File: config.mk
export PLATFORM = sky130hd
export DESIGN_NAME = sdram_init_seq
export DESIGN_NICKNAME = d
export VERILOG_FILES = /design/src/rtl/sdram_init_pkg.sv /design/src/rtl/sdram_init_ctrl.sv /design/src/rtl/sdram_init_dp.sv /design/src/rtl/sdram_init_seq.sv
export SDC_FILE = /design/constraint.sdc
export NUM_CORES = 1
export LEC_CHECK = 0
export ABC_AREA = 0
export BUFFER_PORTS_ARGS = -buffer_cell sky130_fd_sc_hd__buf_4
export CAP_MARGIN = 20
export CORE_MARGIN = 5
export CORE_UTILIZATION = 40
export DETAILED_ROUTE_END_ITERATION = 12
export GPL_TIMING_DRIVEN = 1
export PLACE_DENSITY = 0.7
export SYNTH_ARGS = -nofsm -noshare
export SYNTH_HDL_FRONTEND = slang
export SYNTH_HIERARCHICAL = 1
export SYNTH_SLANG_ARGS = --single-unit
File: constraint.sdc
create_clock -name clk -period 3.82 [get_ports clk]
set_input_delay 0.573 -clock clk [delete_from_list [all_inputs] [get_ports clk]]
set_output_delay 0.573 -clock clk [all_outputs]
set_load 0.05 [all_outputs]
File: src/rtl/sdram_init_pkg.sv
package sdram_init_pkg;

  // Command encoding on {csN, rasN, casN, weN}
  typedef enum logic [3:0] {
    CMD_MRS = 4'b0000,
    CMD_REF = 4'b0001,
    CMD_PRE = 4'b0010,
    CMD_NOP = 4'b0111
  } sdCmdE;

  // Which spacing the wait timer loads after a command
  typedef enum logic [1:0] {
    SP_RP  = 2'd0,
    SP_RC  = 2'd1,
    SP_MRD = 2'd2
  } spaceSelE;

  // Strobes from the control FSM to the datapath
  typedef struct packed {
    logic     issuePre;
    logic     issueRef;
    logic     issueMrs;
    logic     loadTimer;
    spaceSelE spaceSel;
    logic     setDone;
  } initStrobeT;

  // Round a time in ns up to a whole number of clock cycles (at least one)
  function automatic int nsToCycles(input int ns, input int periodPs);
    longint num;
    longint cyc;
    num = longint'(ns) * 64'd1000;
    cyc = (num + longint'(periodPs) - 64'd1) / longint'(periodPs);
    if (cyc < 64'd1) cyc = 64'd1;
    return int'(cyc);
  endfunction

  function automatic int maxOf(input int a, input int b);
    return (a > b) ? a : b;
  endfunction

endpackage

File: src/rtl/sdram_init_ctrl.sv
module sdram_init_ctrl
  import sdram_init_pkg::*;
#(
  parameter int REFRESH_COUNT = 8,
  parameter bit REFRESH_FIRST = 1'b1
) (
  input  logic       clk,
  input  logic       rstN,
  input  logic       timerZero,
  output initStrobeT strobe
);

  localparam int RCW = $clog2(REFRESH_COUNT + 1);
  localparam logic [RCW-1:0] LAST_REF = RCW'(REFRESH_COUNT - 1);

  typedef enum logic [2:0] {
    ST_PAUSE,  // waiting out the pause, precharge-all is next
    ST_REF,    // refresh burst in progress
    ST_MRS,    // mode write is next
    ST_FINAL,  // waiting out the spacing of the last command
    ST_DONE
  } stateE;

  localparam stateE AFTER_PRE  = REFRESH_FIRST ? ST_REF : ST_MRS;
  localparam stateE AFTER_REFS = REFRESH_FIRST ? ST_MRS : ST_FINAL;
  localparam stateE AFTER_MRS  = REFRESH_FIRST ? ST_FINAL : ST_REF;

  stateE          state, stateNext;
  logic [RCW-1:0] refCnt, refCntNext;

  always_comb begin
    strobe     = '0;
    stateNext  = state;
    refCntNext = refCnt;
    unique case (state)
      ST_PAUSE: begin
        if (timerZero) begin
          strobe.issuePre  = 1'b1;
          strobe.loadTimer = 1'b1;
          strobe.spaceSel  = SP_RP;
          stateNext        = AFTER_PRE;
        end
      end
      ST_REF: begin
        if (timerZero) begin
          strobe.issueRef  = 1'b1;
          strobe.loadTimer = 1'b1;
          strobe.spaceSel  = SP_RC;
          refCntNext       = refCnt + 1'b1;
          if (refCnt == LAST_REF) stateNext = AFTER_REFS;
        end
      end
      ST_MRS: begin
        if (timerZero) begin
          strobe.issueMrs  = 1'b1;
          strobe.loadTimer = 1'b1;
          strobe.spaceSel  = SP_MRD;
          stateNext        = AFTER_MRS;
        end
      end
      ST_FINAL: begin
        if (timerZero) begin
          strobe.setDone = 1'b1;
          stateNext      = ST_DONE;
        end
      end
      default: stateNext = ST_DONE;
    endcase
  end

  always_ff @(posedge clk or negedge rstN) begin
    if (!rstN) begin
      state  <= ST_PAUSE;
      refCnt <= '0;
    end else begin
      state  <= stateNext;
      refCnt <= refCntNext;
    end
  end

endmodule

File: src/rtl/sdram_init_dp.sv
module sdram_init_dp
  import sdram_init_pkg::*;
#(
  parameter int ADDR_W    = 13,
  parameter int PAUSE_CYC = 20000,
  parameter int TRP_CYC   = 2,
  parameter int TRC_CYC   = 9,
  parameter int MRD_CYC   = 2,
  parameter logic [ADDR_W-1:0] MODE_WORD = '0
) (
  input  logic              clk,
  input  logic              rstN,
  input  initStrobeT        strobe,
  output logic              timerZero,
  output logic              sdCke,
  output logic              sdCsN,
  output logic              sdRasN,
  output logic              sdCasN,
  output logic              sdWeN,
  output logic              sdDqm,
  output logic [ADDR_W-1:0] sdAddr,
  output logic              initDone
);

  localparam int MAX_CYC = maxOf(maxOf(PAUSE_CYC, TRP_CYC), maxOf(TRC_CYC, MRD_CYC));
  localparam int TW      = $clog2(MAX_CYC + 1);
  localparam logic [TW-1:0]     PAUSE_LOAD = TW'(PAUSE_CYC - 1);
  localparam logic [TW-1:0]     TRP_LOAD   = TW'(TRP_CYC - 1);
  localparam logic [TW-1:0]     TRC_LOAD   = TW'(TRC_CYC - 1);
  localparam logic [TW-1:0]     MRD_LOAD   = TW'(MRD_CYC - 1);
  localparam logic [ADDR_W-1:0] ALL_BANKS  = ADDR_W'(1 << 10);

  logic [TW-1:0]     timer, spaceVal;
  sdCmdE             cmdQ;
  logic [ADDR_W-1:0] addrQ;
  logic              ckeQ, dqmQ, doneQ;

  always_comb begin
    unique case (strobe.spaceSel)
      SP_RP:   spaceVal = TRP_LOAD;
      SP_RC:   spaceVal = TRC_LOAD;
      default: spaceVal = MRD_LOAD;
    endcase
  end

  // One shared down-counter covers the pause and every command spacing
  always_ff @(posedge clk or negedge rstN) begin
    if (!rstN)                 timer <= PAUSE_LOAD;
    else if (strobe.loadTimer) timer <= spaceVal;
    else if (timer != '0)      timer <= timer - 1'b1;
  end

  assign timerZero = (timer == '0);

  always_ff @(posedge clk or negedge rstN) begin
    if (!rstN) begin
      cmdQ  <= CMD_NOP;
      addrQ <= '0;
      ckeQ  <= 1'b1;
      dqmQ  <= 1'b1;
      doneQ <= 1'b0;
    end else begin
      ckeQ <= 1'b1;
      if (strobe.issuePre) begin
        cmdQ  <= CMD_PRE;
        addrQ <= ALL_BANKS;
      end else if (strobe.issueRef) begin
        cmdQ  <= CMD_REF;
        addrQ <= '0;
      end else if (strobe.issueMrs) begin
        cmdQ  <= CMD_MRS;
        addrQ <= MODE_WORD;
      end else begin
        cmdQ  <= CMD_NOP;
        addrQ <= '0;
      end
      if (strobe.setDone) begin
        doneQ <= 1'b1;
        dqmQ  <= 1'b0;
      end
    end
  end

  assign {sdCsN, sdRasN, sdCasN, sdWeN} = cmdQ;
  assign sdCke    = ckeQ;
  assign sdDqm    = dqmQ;
  assign sdAddr   = addrQ;
  assign initDone = doneQ;

endmodule

File: src/rtl/sdram_init_seq.sv
module sdram_init_seq
  import sdram_init_pkg::*;
#(
  parameter int       CLK_PERIOD_PS     = 10000,
  parameter int       PAUSE_NS          = 200000,
  parameter int       TRP_NS            = 18,
  parameter int       TRC_NS            = 90,
  parameter int       MRD_CYC           = 2,
  parameter int       REFRESH_COUNT     = 8,
  parameter bit       REFRESH_FIRST     = 1'b1,
  parameter int       ADDR_W            = 13,
  parameter logic [2:0] BURST_LEN_CODE  = 3'd2,
  parameter bit       BURST_INTERLEAVED = 1'b0,
  parameter logic [2:0] CAS_LATENCY     = 3'd3
) (
  input  logic              clk,
  input  logic              rstN,
  output logic              sdCke,
  output logic              sdCsN,
  output logic              sdRasN,
  output logic              sdCasN,
  output logic              sdWeN,
  output logic              sdDqm,
  output logic [ADDR_W-1:0] sdAddr,
  output logic              initDone
);

  localparam int PAUSE_CYC = nsToCycles(PAUSE_NS, CLK_PERIOD_PS);
  localparam int TRP_CYC   = nsToCycles(TRP_NS, CLK_PERIOD_PS);
  localparam int TRC_CYC   = nsToCycles(TRC_NS, CLK_PERIOD_PS);
  localparam logic [ADDR_W-1:0] MODE_WORD =
    ADDR_W'({CAS_LATENCY, BURST_INTERLEAVED, BURST_LEN_CODE});

  initStrobeT strobe;
  logic       timerZero;

  sdram_init_ctrl #(
    .REFRESH_COUNT(REFRESH_COUNT),
    .REFRESH_FIRST(REFRESH_FIRST)
  ) u_ctrl (
    .clk      (clk),
    .rstN     (rstN),
    .timerZero(timerZero),
    .strobe   (strobe)
  );

  sdram_init_dp #(
    .ADDR_W   (ADDR_W),
    .PAUSE_CYC(PAUSE_CYC),
    .TRP_CYC  (TRP_CYC),
    .TRC_CYC  (TRC_CYC),
    .MRD_CYC  (MRD_CYC),
    .MODE_WORD(MODE_WORD)
  ) u_dp (
    .clk      (clk),
    .rstN     (rstN),
    .strobe   (strobe),
    .timerZero(timerZero),
    .sdCke    (sdCke),
    .sdCsN    (sdCsN),
    .sdRasN   (sdRasN),
    .sdCasN   (sdCasN),
    .sdWeN    (sdWeN),
    .sdDqm    (sdDqm),
    .sdAddr   (sdAddr),
    .initDone (initDone)
  );

endmodule

==> results of run 1 <==
[cell usage in the layout, fill, tap and decap left out, drive strengths merged, types with 6 or more instances in the layout]
master and count:
dfrtp 16, a21oi 14, dfstp 13, buf 11, conb 11, nand2 10, nor2 9, nor3 7
inv 6, or3 6
[area by class of cell]
cell class | instances | area [um2] | share of cell area (%)
inverter | 6 | 22.5 | 1.32
clock buffer | 5 | 68.8 | 4.04
timing repair buffer | 11 | 82.6 | 4.85
sequential | 29 | 742 | 43.6
clock inverter | 3 | 17.5 | 1.03
multi-input combinational | 109 | 709 | 41.7
tap | 48 | 60.1 | 3.53
[metal layers]
metal	track usage, %	up-vias	wire [um]
met3	4.68	3	102
met5	0	-	0
li1	-	534	-
met2	19.3	10	1360
met1	12.8	515	1200
met4	3.69	0	29
[logic make-up (layout without fill, tap and decap cells)]
| family | count (synthesis) | after routing | share of synthesized area (%) |
|---|---|---|---|
| buf+inv | 23 | 25 | 9.58 |
| mux | 5 | 5 | 3.75 |
| fa+ha+maj | 2 | 2 | 1.60 |
| compound gates | 23 | 23 | 8.78 |
| simple gates | 64 | 64 | 26.3 |
| other cells | 2 | 11 | 0.479 |
| xor+xnor | 4 | 4 | 2.24 |
| flops | 29 | 29 | 47.3 |
[path summary, 6_finish.rpt]
check,from,to,slack (ns)
max reg2reg,u_dp/timer[0]$_DFFE_PN1P_,u_dp/timer[8]$_DFFE_PN0P_,1.32
max,u_dp/timer[0]$_DFFE_PN1P_,u_dp/timer[8]$_DFFE_PN0P_,1.32
min,rstN,u_dp/timer[7]$_DFFE_PN0P_,0.20
min reg2reg,u_dp/initDone$_DFFE_PN0P_,u_dp/initDone$_DFFE_PN0P_,0.48
max in group asynchronous,rstN,u_dp/timer[2]$_DFFE_PN1P_,3.31
min in group clk,u_dp/initDone$_DFFE_PN0P_,u_dp/initDone$_DFFE_PN0P_,0.48
[sequential cells by signal, summed over array words and instances (netlist names)]
| name | cells |
|---|---|
| u_ctrl/refCnt | 4 |
| u_dp/timer | 15 |
| u_ctrl/state | 3 |
| u_dp/cmdQ | 3 |
| u_dp/initDone | 1 |
| u_dp/sdAddr | 2 |
| u_dp/sdDqm | 1 |
[where the power goes]
part | switching (W) | leakage, nW | total (W) | internal, W
combinational | 0.0000292 | 0.355 | 0.0000299 | 0.000000696
sequential | 0 | 0.343 | 0.000308 | 0.000308
clock | 0.000119 | 0.0439 | 0.000244 | 0.000125
total | 0.000148 | 0.742 | 0.000582 | 0.000434
[through the flow]
step,hold WS [ns],total power [W]
6_report,0.199,0.000582
5_1_grt,0.224,0.000606
4_1_cts,0.205,0.000589
3_5_place_dp,0.455,0.000343
3_3_place_gp,0.452,0.000343
2_1_floorplan,0.277,0.000345
[worst max-delay path, cell delays in order (launching register included)]
cell and delay, ns:
dfstp_2 0.38, inv_1 0.08, ha_1 0.18, nor3b_2 0.31, nand4_1 0.33, inv_1 0.25
nand2b_1 0.13, a21oi_1 0.13, buf_4 0.23, nor2_1 0.07, mux2_1 0.29
==> reports/metrics.yaml, run 1 <==
ys_top_cells_by_count: "dfrtp_1, a21oi_1, buf_4, dfstp_2, nand2_1"
cts_tree: "done"
start_util_pct: 42.2
clkTransAtPathRegs_ns: 0.07
grt_first_pass_wirelength_mm: 4.64
fin_ws_ns: 1.32
cts_setup_buffers: 0
grt_max_degree: 30
dieArea_um2: 5270
clockRootBuffer: "clkbuf_8"
synth.area.top_cells: "dfrtp_1, dfstp_2, buf_4"
async_flop_share_pct: 100
hold_viol: 0
syn-mean-instance-area_um2: 10.3
p_leak_nw: 0.742
synth_largest_area_cell: "dfrtp_1"
first_pass_iters: 4
cts_buffers: 5
clk_path_buf_depth: 2
path_class: "register to register"
area_delta_synth_final_pct: 8.62
final_cells: 211
clock_skew_ns: 0.00601
layout-drive-gt1-share_pct: 26.4
drc: 0
dpl.hpwl_mm: 1.97
grt_antenna_before_repair: 0
ys_ff_latch: 29
routed_via_density: 5.03
synth_flop_cell: "dfrtp_1"
synth-edff-count: 0
endpoint_kind: "register"
fp.dieW_um: 72.6
max_freq_ghz: 0.400
diodes: 0
finalCritPeriodShare_pct: 65.5
track_usage_pct: 11.3
yosysMostFrequentCell: "dfrtp_1"
rows: 22
placement.io_buffers: 10
cp.required_ns: 3.99
vdd_drop_max_mv: 0.215
detail-route-antenna-nets: 0
cts_hold_buffers: 0
post-route-util_pct: 45.8
gp_congestion: 0.799
place_inst: 203
netlist-cell-type-count: 46
vias: 1062
io_pins: 22
cap_violations: 0
period_minus_slack_ns: 2.50
worstPathMaxFanout: 17
post_dp_cell_area_um2: 1620
post-place-ws_ns: 1.34
synth_area_um2: 1570
fp.coreArea_um2: 3720
clock_latency_ns: 0.28
yosys_warnings: 6
wl_per_cell_um: 12.8
seq_area_frac_synth_pct: 47.3
htree_num_levels: 2
gr-total-overflow: 0
fillers: 353
grt_pass1_vias: 1022
fin_area_um2: 1700
fin_nets: 166
drt_iter0_drc: 47
rsz0062_at_grt: "no"
synthCells: 152
hp-class: "primary input to async pin"
maxSlewViolCount: 0
critPathLaunchType: "register"
clock-sinks: 29
routed_wl_mm: 2.70
worstPathArrival_ns: 2.67
powerDensity_nw_per_um2: 342
die_h_um: 72.6
netlist.area_leader.share_pct: 25.5
status: "finished clean"
setup_tns_ns: 0
reg2regPathDepth: 10
setup_viol: 0
cts_resized: 0
Note: power is estimated with default switching activity, not from simulation.
==> run 2: changes to the inputs <==
- ABC_AREA: 0 -> 1
- clock period: 3.82 -> 2.5 ns (I/O delays scaled with it)
==> run 2 against run 1 <==
The run now ends with hold timing left. Critical path depth grew 2. Combinational power grew 52%. First-iteration DRC count rose by 77%. Largest power group is now the clock network. Register-to-register slack lost 0.98 ns. Synthesized cell count grew 45%. Critical endpoint unchanged. Maximum frequency up 16%. Setup slack got worse by 0.98 ns. Non-clock buffer count grew 1. Clock skew is 0.0024 ns lower. Die area rose by 8.6%. Sequential share of layout area decreased by 5.0 points.
==> reports/metrics.yaml, run 2 <==
status: "finished with violations"
violations: "hold timing"
ys_top_cells_by_count: "nand2_1, nor2_1, nand3_1"
reg_top3: "u_dp/timer: 15 flops, u_ctrl/refCnt: 4 flops"
synthCells: 221  # +45%
fp.dieW_um: 75.7  # +4.2%
ys_ff_latch: 29  # unchanged
max_freq_ghz: 0.463  # +16%
fin_nets: 239  # +44%
cp_top_family: "simple AND/OR/NAND/NOR gates"
clk_path_buf_depth: 2  # unchanged
setup_viol: 0  # unchanged
netlist.area_leader.share_pct: 23.2  # -2.3 points
vdd_drop_max_mv: 0.225  # +4.6%
final_cells: 286  # +36%
hold_ws_ns: -0.000559  # -0.199 ns
period_minus_slack_ns: 2.16  # -0.340 ns
clock_latency_ns: 0.28  # about the same
clockRootBuffer: "clkbuf_8"
hp-class: "primary input to async pin"
slowest_delay_ns: 0.52  # +0.14 ns
cts_tree: "done"
worstPathMaxFanout: 9  # -8
rows: 23  # +4.5%
powerDensity_nw_per_um2: 528  # +55%
setup_tns_ns: 0  # unchanged
synth_flop_cell: "dfrtp_1"
synth_largest_area_cell: "dfrtp_1"
drc: 0  # unchanged
diodes: 0  # unchanged
gp_congestion: 0.865  # +8.3%
synth.area.top_cells: "dfrtp_1, dfstp_2, nand2_1"
netlist-cell-type-count: 30  # -35%
fin_ws_ns: 0.339  # -0.980 ns
endpoint_kind: "register"
syn-mean-instance-area_um2: 7.80  # -24%
grt_max_degree: 30  # unchanged
routed_via_density: 4.73  # -6.0%
start_util_pct: 42.2  # about the same
die_h_um: 75.7  # +4.2%
cp.required_ns: 2.67  # -1.32 ns
largest_reg_flops: 15  # unchanged
relSlewSlack_pct: 53.9
routed_wl_mm: 2.96  # +9.7%
path_class: "register to register"
synth_area_um2: 1720  # +10%
largest_register: "u_dp/timer"
maxSlewViolCount: 0  # unchanged
cap_violations: 0  # unchanged
gr-total-overflow: 0  # unchanged
cts_setup_buffers: 0  # unchanged
tightest_slew_ns: 0.685
worstPathArrival_ns: 2.33  # -0.34 ns
vias: 1353  # +27%
cts_buffers: 5  # unchanged
async_flop_share_pct: 100  # unchanged
htree_num_levels: 2  # unchanged
rsz0062_at_grt: "no"
yosys_warnings: 6  # unchanged
placement.io_buffers: 10  # unchanged
critPathLaunchType: "register"
io_pins: 22  # unchanged
layout-drive-gt1-share_pct: 25.4  # -0.96 points
hold_viol: 1  # +1
seq_area_frac_synth_pct: 43.0  # -4.3 points
track_usage_pct: 12.6  # +1.2 points
detail-route-antenna-nets: 0  # unchanged
grt_pass1_vias: 1215  # +19%
drt_iter0_drc: 83  # +77%
yosysMostFrequentCell: "nand2_1"
dieArea_um2: 5720  # +8.6%
area_delta_synth_final_pct: 11.7
cts_hold_buffers: 0  # unchanged
wl_per_cell_um: 10.4  # -19%
synth-edff-count: 0  # unchanged
grt_antenna_before_repair: 0  # unchanged
place_inst: 278  # +37%
dpl.hpwl_mm: 2.30  # +17%
layout_common_cells: "nand2_1, nor2_1, nand3_1, inv_1, dfrtp_1"
cp_cell_sequence: "inv_1 > ha_1 > nand2_2 > nor2_1 > nand2_1 > clkinv_1 > and3_1 > inv_1 > buf_4 > nand3_4 > clkinv_4 > nor2_1"
clkTransAtPathRegs_ns: 0.06  # about the same
slowest_stage: "dfstp_2"
post-place-ws_ns: 0.353  # -0.988 ns
post-route-util_pct: 47.1  # +1.3 points
fp.coreArea_um2: 4090  # +10%
cts_resized: 0  # unchanged
critPathBufInv: 5  # +2
grt_first_pass_wirelength_mm: 5.31  # +14%
mostFrequentLayoutCell: "nand2_1"
finalCritPeriodShare_pct: 86.4  # +21 points
clock_skew_ns: 0.00363  # -0.00238 ns
first_pass_iters: 4  # unchanged
clock-sinks: 29  # unchanged
p_leak_nw: 0.988  # +33%
## run 2: final cells by class
| type | instances | area (um2) |
|---|---|---|
| Clock buffer | 6 | 82.6 |
| Clock inverter | 2 | 37.5 |
| Fill cell | 391 | 2160 |
| Inverter | 26 | 103 |
| Multi-Input combinational cell | 161 | 808 |
| Sequential cell | 29 | 742 |
| Tap cell | 50 | 62.6 |
| Timing Repair Buffer | 12 | 90.1 |
## run 2: cells by family (layout without fill, tap and decap cells)
| group | count (synthesis) | count (layout) | synth area share [%] |
|---|---|---|---|
| other | 2 | 11 | 0.436 |
| flip-flops | 29 | 29 | 43.0 |
| AO/OA/AOI/OAI | 10 | 10 | 3.34 |
| AND/OR/NAND/NOR | 137 | 137 | 38.8 |
| buffers and inverters | 40 | 46 | 12.0 |
| adder cells (fa/ha/maj) | 2 | 2 | 1.45 |
| XOR/XNOR | 1 | 1 | 0.944 |
## run 2: worst paths after layout
kind	startpoint	slack [ns]	cells past startpoint	end
setup / recovery	u_dp/timer[0]$_DFFE_PN1P_	0.34	12	u_dp/timer[8]$_DFFE_PN0P_
hold reg to reg	u_dp/sdDqm$_DFFE_PN1P_	0.44	2	u_dp/sdDqm$_DFFE_PN1P_
setup reg to reg	u_dp/timer[0]$_DFFE_PN1P_	0.34	12	u_dp/timer[8]$_DFFE_PN0P_
max in group asynchronous	rstN	2.18	1	u_dp/timer[4]$_DFFE_PN1P_
hold / removal	rstN	-0.0006	1	u_dp/initDone$_DFFE_PN0P_
min in group clk	u_dp/sdDqm$_DFFE_PN1P_	0.44	2	u_dp/sdDqm$_DFFE_PN1P_
## run 2: metrics by stage
step | cell area [um2] | power, W
2_1_floorplan | 1760 | 0.000528
3_5_place_dp | 1810 | 0.000525
6_report | 1930 | 0.00102
4_1_cts | 1930 | 0.00103
5_1_grt | 1930 | 0.00106
3_3_place_gp | 1810 | 0.000524
## run 2: where the power goes
| group | leakage [nW] | internal, W | switching [W] | total [W] |
|---|---|---|---|---|
| Clock | 0.0574 | 0.000323 | 0.000177 | 0.000500 |
| Sequential | 0.343 | 0.000471 | 0 | 0.000471 |
| Combinational | 0.587 | 0.00000106 | 0.0000445 | 0.0000455 |
| Total | 0.988 | 0.000795 | 0.000221 | 0.00102 |
## run 2: per-layer routing
metal / part of all wire [%] / vias up / GRT usage, % / wire (um)
met5: 0 / - / 0 / 0
met4: 2.3 / 0 / 6.60 / 68
met3: 6.7 / 7 / 4.35 / 197
met2: 44 / 39 / 18.8 / 1300
met1: 47 / 611 / 16.0 / 1400
li1: - / 696 / - / -
==> run 3: changes to the inputs <==
- CORE_MARGIN: 5 -> not set
- CORE_UTILIZATION: 40 -> 57
- PLACE_DENSITY: 0.7 -> not set
- PLACE_DENSITY_LB_ADDON: not set -> 0.12
==> run 3 against run 2 <==
Combinational power is 3% higher. Non-clock buffer count is 1 higher. Wire length is 9.9% higher. Critical endpoint is now u_dp/timer[7]$_DFFE_PN0P_. The flow finishes with violations (DRC). Flip-flop and latch count stayed put. Via count is 2.4% higher. Largest power group is now sequential cells. Largest cell class unchanged. Clock power is 20% lower. First-iteration DRC count is 23% lower. Clock-buffer cell count is 1 higher. Clock skew is 0.0088 ns higher.
==> reports/metrics.yaml, run 3 (synthesis results as in run 2) <==
status: "finished with violations"
violations: "DRC"
cap_violations: 0  # unchanged
fp.coreArea_um2: 2810  # -31%
grt_first_pass_wirelength_mm: 5.73  # +7.8%
fillers: 232  # -41%
drc: 6  # +6
clock_latency_ns: 0.32  # +0.04 ns
vdd_drop_max_mv: 0.413  # +84%
r2r_slack_ns: 0.27  # -0.07 ns
endpoint_kind: "register"
clock_skew_ns: 0.0125  # +0.00885 ns
rows: 19  # -17%
layout-drive-gt1-share_pct: 24.9  # -0.53 points
reg_top3: "u_dp/timer: 15 flops, u_ctrl/refCnt: 4 flops"
cp_top_family: "simple AND/OR/NAND/NOR gates"
routed_wl_mm: 3.26  # +9.9%
gr-total-overflow: 0  # unchanged
mostFrequentLayoutCell: "nand2_1"
setup_tns_ns: 0  # unchanged
first_pass_iters: 8  # +4
wl_per_cell_um: 12.1  # +17%
cts_buffers: 5  # unchanged
drt_iter0_drc: 64  # -23%
slowest_delay_ns: 0.54  # +0.02 ns
clockRootBuffer: "clkbuf_4"
fin_nets: 240  # +0.42%
routed_via_density: 5.17  # +9.3%
post_dp_cell_area_um2: 1780  # -1.3%
htree_num_levels: 2  # unchanged
largest_reg_flops: 15  # unchanged
fin_area_um2: 1880  # -2.5%
cts_tree: "done"
clkTransAtPathRegs_ns: 0.10  # +0.04 ns
dieArea_um2: 3250  # -43%
grt_pass1_vias: 1346  # +11%
maxSlewViolCount: 0  # unchanged
crit_cells: 11  # -1
critPathLaunchType: "register"
period_minus_slack_ns: 2.23  # +0.0736 ns
gp_congestion: 0.896  # +3.6%
clock-sinks: 29  # unchanged
multi_input_area_um2: 808  # unchanged
clk_path_buf_depth: 2  # unchanged
worstSetupStartpoint: "u_dp/timer[0]$_DFFE_PN1P_"
path_class: "register to register"
start_util_pct: 61.5  # +19 points
r2r_end: "u_dp/timer[7]$_DFFE_PN0P_"
diodes: 0  # unchanged
die_h_um: 57  # -25%
area_delta_synth_final_pct: 8.85
powerDensity_nw_per_um2: 487  # -7.7%
hp-class: "register to register"
layout_common_cells: "nand2_1, nor2_1, nand3_1, inv_1, dfrtp_1"
track_usage_pct: 23.1  # +11 points
vias: 1386  # +2.4%
slowest_stage: "dfstp_2"
critPathBufInv: 4  # -1
crit_end: "u_dp/timer[7]$_DFFE_PN0P_"
max_freq_ghz: 0.448  # -3.3%
detail-route-antenna-nets: 0  # unchanged
cp.required_ns: 2.76  # +0.09 ns
worstPathMaxFanout: 9  # unchanged
worstPathArrival_ns: 2.49  # +0.16 ns
regArea_um2: 742  # unchanged
dpl.hpwl_mm: 2.46  # +7.1%
grt_antenna_before_repair: 0  # unchanged
setup_viol: 0  # unchanged
rr_startpoint: "u_dp/timer[0]$_DFFE_PN1P_"
p_leak_nw: 0.981  # -0.65%
largest_register: "u_dp/timer"
finalCritPeriodShare_pct: 89.4  # +2.9 points
fp.dieW_um: 57  # -25%
grt_max_degree: 30  # unchanged
hold_viol: 0  # -1
reg2regPathDepth: 11  # -1
cp_cell_sequence: "inv_1 > ha_1 > nand2_2 > nor2_1 > nand2_1 > clkinv_1 > and3_1 > inv_1 > buf_4 > nand3_1 > nor2_1"
placement.io_buffers: 10  # unchanged
rsz0062_at_grt: "no"
io_pins: 22  # unchanged
## run 3: changes by cell type in the layout (fill, tap and decap cells not counted)
cell / delta
dlygate4sd3_1: +1
clkbuf_4: +5
clkbuf_8: -5
clkbuf_1: +1
clkinvlp_4: -1
## run 3: layer usage
metal  global-route usage [%]  share of wire, %
met5                        0                 0
met2                     41.8                53
met3                     7.03               3.8
met1                     26.0                42
met4                     7.32              0.95
## run 3: how the worst min path moves through the flow
| stage | slack (ns) | cells after the start | endpoint | start |
|---|---|---|---|---|
| after floorplan | 0.08 | 0 | u_ctrl/refCnt[0]$_DFFE_PN0P_ | rstN |
| after global placement | 0.31 | 1 | u_dp/timer[8]$_DFFE_PN0P_ | rstN |
| after detailed placement | 0.32 | 1 | u_dp/timer[8]$_DFFE_PN0P_ | rstN |
| after CTS | 0.46 | 2 | u_dp/sdDqm$_DFFE_PN1P_ | u_dp/sdDqm$_DFFE_PN1P_ |
| after global routing | 0.50 | 1 | u_dp/initDone$_DFFE_PN0P_ | u_dp/initDone$_DFFE_PN0P_ |
| final | 0.46 | 2 | u_dp/sdDqm$_DFFE_PN1P_ | u_dp/sdDqm$_DFFE_PN1P_ |
## run 3: through the flow
step | hold slack [ns] | worst slack [ns] | power (W) | utilization [%] | std cells
2_1_floorplan | 0.0794 | 0.574 | 0.000528 | - | 230
3_3_place_gp | 0.312 | 0.396 | 0.000524 | 63.5 | 259
3_5_place_dp | 0.319 | 0.292 | 0.000524 | 63.5 | 259
4_1_cts | 0.456 | 0.275 | 0.000928 | 66.9 | 268
5_1_grt | 0.499 | 0.0788 | 0.000953 | 66.9 | 268
6_report | 0.462 | 0.266 | 0.000915 | 66.9 | 268
## run 3: tightest hold or removal path, cell delays in order, from the launching register on
cell and delay [ns]:
dfstp_2 0.38, inv_1 0.05, nor2_1 0.04
## run 3: cell type report
class | count | area share (%)
Clock inverter | 1 | 1.60
Sequential cell | 29 | 39.5
Multi-Input combinational cell | 161 | 43.1
Tap cell | 31 | 2.07
Clock buffer | 7 | 2.93
Timing Repair Buffer | 13 | 5.33
Inverter | 26 | 5.47
## run 3: where the power goes
part	switching, W	internal (W)	leakage, nW
Clock	0.000159	0.000239	0.0455
Sequential	0	0.000470	0.343
Combinational	0.0000450	0.00000208	0.593
Total	0.000204	0.000711	0.981
## run 3: timing repair
item                                    4_1_cts  5_1_grt
endpoints found under the setup margin        0        0
hold endpoints to repair                     16        0
resized for setup                             0        0
setup buffers                                 0        0
hold buffers                                  1        0
